--- src/rtl/seqPkg.sv ---
package seqPkg;
  localparam int NUM_PERIODS = 5;
  localparam int SEL_W       = 3;
  localparam int CFG_AW      = 3;
  localparam int INSTR_W     = 32;

  localparam logic [CFG_AW-1:0] CFG_SEL_ADDR = 3'd5;
  localparam logic [CFG_AW-1:0] CFG_CTL_ADDR = 3'd6;

  localparam logic [3:0] OP_STOP      = 4'd9;
  localparam logic [2:0] SUB_WAKE     = 3'd0;
  localparam logic [2:0] SUB_SLEEPSEL = 3'd1;

  typedef enum logic [1:0] {
    ST_IDLE  = 2'd0,
    ST_RUN   = 2'd1,
    ST_SLEEP = 2'd2
  } seqState_e;

  typedef struct packed {
    logic       cntClr;
    logic       cntInc;
    logic       selLoad;
    logic [3:0] selReq;
  } seqStrobe_t;

  function automatic logic isSleepSel(input logic [INSTR_W-1:0] word);
    return (word[31:28] == OP_STOP) && (word[27:25] == SUB_SLEEPSEL);
  endfunction

  function automatic logic isWake(input logic [INSTR_W-1:0] word);
    return (word[31:28] == OP_STOP) && (word[27:25] == SUB_WAKE) && word[0];
  endfunction
endpackage

--- src/rtl/seqData.sv ---
module seqData
  import seqPkg::*;
#(
  parameter int PERIOD_W = 16,
  parameter int ADDR_W   = 11
) (
  input  logic                clk,
  input  logic                rstN,
  input  logic                cfgWrEn,
  input  logic [CFG_AW-1:0]   cfgAddr,
  input  logic [PERIOD_W-1:0] cfgWrData,
  input  logic                runCmd,
  input  logic [ADDR_W-1:0]   runAddr,
  input  seqStrobe_t          strobe,
  output logic                timerEn,
  output logic                restartDue,
  output logic [ADDR_W-1:0]   startAddr
);
  localparam logic [PERIOD_W-1:0] NUM_P_W = PERIOD_W'(NUM_PERIODS);

  logic [PERIOD_W-1:0] periodReg [NUM_PERIODS];
  logic [SEL_W-1:0]    selIdx;
  logic [PERIOD_W-1:0] selPeriod;
  logic [PERIOD_W-1:0] sleepCnt;

  // one write-decoded register per period slot
  for (genvar g = 0; g < NUM_PERIODS; g++) begin : gPeriod
    always_ff @(posedge clk or negedge rstN) begin
      if (!rstN) periodReg[g] <= '0;
      else if (cfgWrEn && cfgAddr == CFG_AW'(g)) periodReg[g] <= cfgWrData;
    end
  end

  // selector: program instruction wins over a same-cycle software write
  always_ff @(posedge clk or negedge rstN) begin
    if (!rstN) begin
      selIdx <= '0;
    end else if (strobe.selLoad && strobe.selReq < 4'(NUM_PERIODS)) begin
      selIdx <= SEL_W'(strobe.selReq);
    end else if (cfgWrEn && cfgAddr == CFG_SEL_ADDR && cfgWrData < NUM_P_W) begin
      selIdx <= SEL_W'(cfgWrData);
    end
  end

  always_ff @(posedge clk or negedge rstN) begin
    if (!rstN) begin
      timerEn   <= 1'b0;
      startAddr <= '0;
    end else if (runCmd) begin
      timerEn   <= 1'b1;
      startAddr <= runAddr;
    end else if (cfgWrEn && cfgAddr == CFG_CTL_ADDR) begin
      timerEn   <= cfgWrData[0];
    end
  end

  always_comb begin
    selPeriod = '0;
    for (int k = 0; k < NUM_PERIODS; k++) begin
      if (selIdx == SEL_W'(k)) selPeriod = periodReg[k];
    end
  end

  always_ff @(posedge clk or negedge rstN) begin
    if (!rstN)              sleepCnt <= '0;
    else if (strobe.cntClr) sleepCnt <= '0;
    else if (strobe.cntInc) sleepCnt <= sleepCnt + 1'b1;
  end

  // >= keeps a shortened period from letting the counter wrap
  assign restartDue = (sleepCnt >= selPeriod);

  a_r5_sel_in_range: assert property (@(posedge clk) disable iff (!rstN)
    selIdx < SEL_W'(NUM_PERIODS));

  a_r3_addr_only_on_run: assert property (@(posedge clk) disable iff (!rstN)
    !runCmd |=> $stable(startAddr));

  a_r4_cnt_cleared_on_halt: assert property (@(posedge clk) disable iff (!rstN)
    strobe.cntClr |=> sleepCnt == '0);
endmodule

--- src/rtl/seqCtrl.sv ---
module seqCtrl
  import seqPkg::*;
(
  input  logic               clk,
  input  logic               rstN,
  input  logic               runCmd,
  input  logic               coreHalt,
  input  logic               instrValid,
  input  logic [INSTR_W-1:0] instr,
  input  logic               timerEn,
  input  logic               restartDue,
  output seqStrobe_t         strobe,
  output logic               coreStart,
  output logic               wakeOut
);
  seqState_e state, stateNext;
  logic      startNext;

  always_comb begin
    stateNext      = state;
    startNext      = 1'b0;
    strobe         = '0;
    strobe.selLoad = instrValid && isSleepSel(instr);
    strobe.selReq  = instr[3:0];
    if (runCmd) begin
      stateNext = ST_RUN;
      startNext = 1'b1;
    end else begin
      unique case (state)
        ST_RUN: begin
          if (coreHalt) begin
            stateNext     = timerEn ? ST_SLEEP : ST_IDLE;
            strobe.cntClr = timerEn;
          end
        end
        ST_SLEEP: begin
          if (!timerEn) begin
            stateNext = ST_IDLE;
          end else if (restartDue) begin
            stateNext = ST_RUN;
            startNext = 1'b1;
          end else begin
            strobe.cntInc = 1'b1;
          end
        end
        default: stateNext = ST_IDLE;
      endcase
    end
  end

  always_ff @(posedge clk or negedge rstN) begin
    if (!rstN) begin
      state     <= ST_IDLE;
      coreStart <= 1'b0;
      wakeOut   <= 1'b0;
    end else begin
      state     <= stateNext;
      coreStart <= startNext;
      wakeOut   <= instrValid && isWake(instr);
    end
  end

  a_r4_start_has_cause: assert property (@(posedge clk) disable iff (!rstN)
    coreStart |-> $past(runCmd) || ($past(state) == ST_SLEEP && $past(timerEn)));

  a_r7_wake_from_instr: assert property (@(posedge clk) disable iff (!rstN)
    wakeOut |-> $past(instrValid) && $past(instr[0]));

  a_r9_idle_no_start: assert property (@(posedge clk) disable iff (!rstN)
    (state == ST_IDLE && !runCmd) |=> !coreStart);

  a_r8_disabled_halt_idles: assert property (@(posedge clk) disable iff (!rstN)
    (state == ST_RUN && coreHalt && !timerEn && !runCmd) |=> state == ST_IDLE);

  a_r4_halt_sleeps: assert property (@(posedge clk) disable iff (!rstN)
    (state == ST_RUN && coreHalt && timerEn && !runCmd) |=> state == ST_SLEEP);
endmodule

--- src/rtl/sleepSequencer.sv ---
module sleepSequencer
  import seqPkg::*;
#(
  parameter int PERIOD_W = 16,
  parameter int ADDR_W   = 11
) (
  input  logic                clk,
  input  logic                rstN,
  input  logic                cfgWrEn,
  input  logic [2:0]          cfgAddr,
  input  logic [PERIOD_W-1:0] cfgWrData,
  input  logic                runCmd,
  input  logic [ADDR_W-1:0]   runAddr,
  input  logic                coreHalt,
  input  logic                instrValid,
  input  logic [31:0]         instr,
  output logic                coreStart,
  output logic [ADDR_W-1:0]   startAddr,
  output logic                wakeOut
);
  seqStrobe_t strobe;
  logic       timerEn;
  logic       restartDue;

  seqCtrl uCtrl (
    .clk        (clk),
    .rstN       (rstN),
    .runCmd     (runCmd),
    .coreHalt   (coreHalt),
    .instrValid (instrValid),
    .instr      (instr),
    .timerEn    (timerEn),
    .restartDue (restartDue),
    .strobe     (strobe),
    .coreStart  (coreStart),
    .wakeOut    (wakeOut)
  );

  seqData #(.PERIOD_W(PERIOD_W), .ADDR_W(ADDR_W)) uData (
    .clk        (clk),
    .rstN       (rstN),
    .cfgWrEn    (cfgWrEn),
    .cfgAddr    (cfgAddr),
    .cfgWrData  (cfgWrData),
    .runCmd     (runCmd),
    .runAddr    (runAddr),
    .strobe     (strobe),
    .timerEn    (timerEn),
    .restartDue (restartDue),
    .startAddr  (startAddr)
  );
endmodule

--- config.mk ---
export PLATFORM = sky130hd
export DESIGN_NAME = sleepSequencer
export DESIGN_NICKNAME = d
export VERILOG_FILES = /design/src/rtl/seqPkg.sv /design/src/rtl/seqData.sv /design/src/rtl/seqCtrl.sv /design/src/rtl/sleepSequencer.sv
export SDC_FILE = /design/constraint.sdc
export NUM_CORES = 1
export LEC_CHECK = 0
export ABC_CLOCK_PERIOD_IN_PS = 3630
export CAP_MARGIN = 40
export CORE_MARGIN = 10
export CORE_UTILIZATION = 50
export DETAILED_ROUTE_END_ITERATION = 8
export PLACE_DENSITY_LB_ADDON = 0.1
export SYNTH_ARGS = -nofsm -noshare
export SYNTH_HDL_FRONTEND = slang
export SYNTH_SLANG_ARGS = --single-unit
--- constraint.sdc ---
create_clock -name clk -period 3.63 [get_ports clk]
set_input_delay 0.726 -clock clk [delete_from_list [all_inputs] [get_ports clk]]
set_output_delay 0.726 -clock clk [all_outputs]
set_load 0.02 [all_outputs]
==> impl_metrics.yaml <==
sta:
  hold_viol: 0
  post-route-min-period_ns: 3.47
  slew_headroom_pct: 62.7
  setup_viol: 0
  worst_pin_slew_ns: 0.559
  maxSlewViolCount: 0
  finalClockSkew_ns: 0.00846
  setup_tns_ns: 0
  fmax_mhz: 289
  rsz0062_at_grt: "false"
  period_share_pct: 95.5
  fin_hold_ws_ns: 0.190
synth:
  yosysTopAreaCellShare_pct: 50.2
  synth_area_leaders: "dfrtp_1 (50%), mux2_2 (18%), ha_1 (4.1%)"
  avgSynthCellArea_sq_um: 12.2
  synthesis.nets: 557
  yosys_warnings: 0
  syn-cell-area_sq_um: 5740
  ys_seq_elements: 115
  synth_flop_cell: "dfrtp_1"
  synthArstFlopShare_pct: 100
  synth_seq_area_share_pct: 50.2
  synth_common_cells: "dfrtp_1 (115), mux2_2 (91), a21oi_1 (30)"
  yosys.area.top_type: "dfrtp_1"
  ys_types: 45
  yosysMostFrequentCell: "dfrtp_1"
  synth_cells: 470
  synth-edff-count: 0
grt:
  grt_max_degree: 69
  grt_pass1_vias: 4310
  grt_pass1_wl_um: 22800
  grt_overflow: 0
  grt_usage_pct: 17.6
  antenna_found_initial: 0
placement:
  io_buffer_count: 59
  hpwl_um: 9700
  place_inst: 669
  globalplace.congestion: 0.811
cts:
  postCtsSetupBuffers: 0
  cts.path.max_buffers: 2
  clk_pin_slew_ns: 0.05
  clock-sinks: 115
  clkLatencyLatePin_ns: 0.41
  htreeDepth: 4
  cts_root_buf: "clkbuf_16"
  holdBufCountCts: 0
  tritoncts: "done"
  cts_buffers: 17
power:
  switching_share_pct: 24.2
  p_clk_share_pct: 43.1
  p_int_mw: 2.99
  p_seq_share_pct: 41.0
  pwr_density_cell_nw_per_um2: 543
  leakagePower_nw: 2.99
  design_power_total_mw: 3.94
  irDropWorstVdd_mv: 0.415
  switchingPower_mw: 0.953
  power_frac_comb_pct: 15.9
worst_setup_path:
  crit_type: "register to register"
  start_kind: "register"
  cp.required_ns: 3.96
  crit_path_end_kind: "register"
  arrival_ns: 3.79
  path_max_fanout: 12
die:
  row_count: 39
  die_h_um: 127
  io_pins: 81
  dieArea_sq_um: 16200
  core_area_sq_um: 11300
  initial_core_util_pct: 50.7
  die_w_um: 127
drt:
  drc: 0
  dr.pass1.iters: 4
  wirelength_um: 13600
  antenna_left: 0
  num_vias: 4113
  drt_iter0_markers: 244
  vias_per_cell: 5.87
  wl_per_cell_um: 19.4
final_layout:
  fillerInstances: 899
  diodes: 0
  stdcell_count: 701
  area_delta_synth_final_pct: 26.4
  drive_gt1_share_pct: 28.7
  nets: 632
worst_hold_path:
  hold_path_class: "primary input to asynchronous set/reset pin"
outcome:
  status: "completed"
flow_run:
  maxCapViolCount: 0
[power groups by stage]
stage          Clock (mW)  Combinational [mW]  Sequential, mW
6_report             1.70               0.626            1.62
2_1_floorplan           0               0.401            1.62
3_5_place_dp            0               0.633            1.63
5_1_grt              1.79               0.695            1.64
4_1_cts              1.73               0.636            1.61
3_3_place_gp            0               0.608            1.62
[flip-flops by register name, indices dropped and copies added (netlist names)]
name             flops
uData.timerEn        1
uData.selIdx         3
uData.startAddr     11
uCtrl.coreStart      1
uData.periodReg     80
uData.sleepCnt      16
uCtrl.wakeOut        1
uCtrl.state          2
[routing by layer]
metal	part of all wire (%)	up-vias	global-route usage, %
li1	-	1934	-
met1	45	2089	22.5
met2	49	78	27.6
met3	4.8	12	5.33
met4	1.2	0	6.36
met5	0	-	0
[stage by stage]
stage	util, %	setup WS, ns	area [sq um]
2_1_floorplan	-	0.180	5740
3_3_place_gp	58.1	0.0272	6580
3_5_place_dp	58.3	0.00426	6600
4_1_cts	63.7	0.00323	7210
5_1_grt	64.1	0.00327	7250
6_report	64.1	0.164	7250
[what timing repair did]
action / in CTS / in global routing
endpoints found under the hold margin: 0 / 0
pin swaps: 0 / 1
endpoints found under the setup margin: 2 / 15
resized for setup: 1 / 9
[cell usage in the layout, fill, tap and decap left out, drive strengths merged, types with 13 or more instances in the layout]
| master | n |
|---|---|
| mux2i | 18 |
| nand2 | 13 |
| a21oi | 30 |
| mux2 | 91 |
| ha | 19 |
| clkdlybuf4s50 | 58 |
| dfrtp | 115 |
| clkbuf | 23 |
| nor2 | 16 |
| buf | 23 |
[critical path, cell delays in order, from the launching register on]
cell      delay [ns]
dfrtp_2         0.43
mux4_2          0.52
nor2b_1         0.15
a31oi_1         0.25
ha_1            0.28
and2_1          0.17
a221o_1         0.36
a211oi_4        0.30
nand3_4         0.18
or4_1           0.57
a21oi_2         0.17
[worst paths after layout]
check / slack, ns / cells past startpoint / to / startpoint
min in group clk: 0.50 / 1 / uData.periodReg[29]$_DFFE_PN0P_ / uData.periodReg[29]$_DFFE_PN0P_
worst max-delay path: 0.16 / 10 / uData.sleepCnt[3]$_DFFE_PN0P_ / uData.selIdx[0]$_DFFE_PN0P_
worst max register to register: 0.16 / 10 / uData.sleepCnt[3]$_DFFE_PN0P_ / uData.selIdx[0]$_DFFE_PN0P_
worst min register to register: 0.50 / 1 / uData.periodReg[29]$_DFFE_PN0P_ / uData.periodReg[29]$_DFFE_PN0P_
worst min-delay path: 0.19 / 1 / uData.sleepCnt[7]$_DFFE_PN0P_ / rstN
max in group asynchronous: 2.81 / 2 / uData.selIdx[1]$_DFFE_PN0P_ / rstN
[layout make-up]
type                       count  area [sq um]  area share (%)
sequential                   115          2880            39.7
multi-input combinational    322          2780            38.3
timing repair buffer          81           781            10.8
clock buffer                  23           478            6.59
tap                          143           179            2.47
clock inverter                 9           128            1.76
inverter                       8          30.0           0.414
[cell families (layout without fill, tap and decap cells)]
logic type	Yosys count	in the layout	synth area share [%]
compound gates	90	90	10.5
fa+ha+maj	19	19	4.14
buf+inv	33	121	2.31
flops	115	115	50.2
mux	113	113	22.6
simple gates	100	100	10.4
Note: power is estimated with default switching activity, not from simulation.
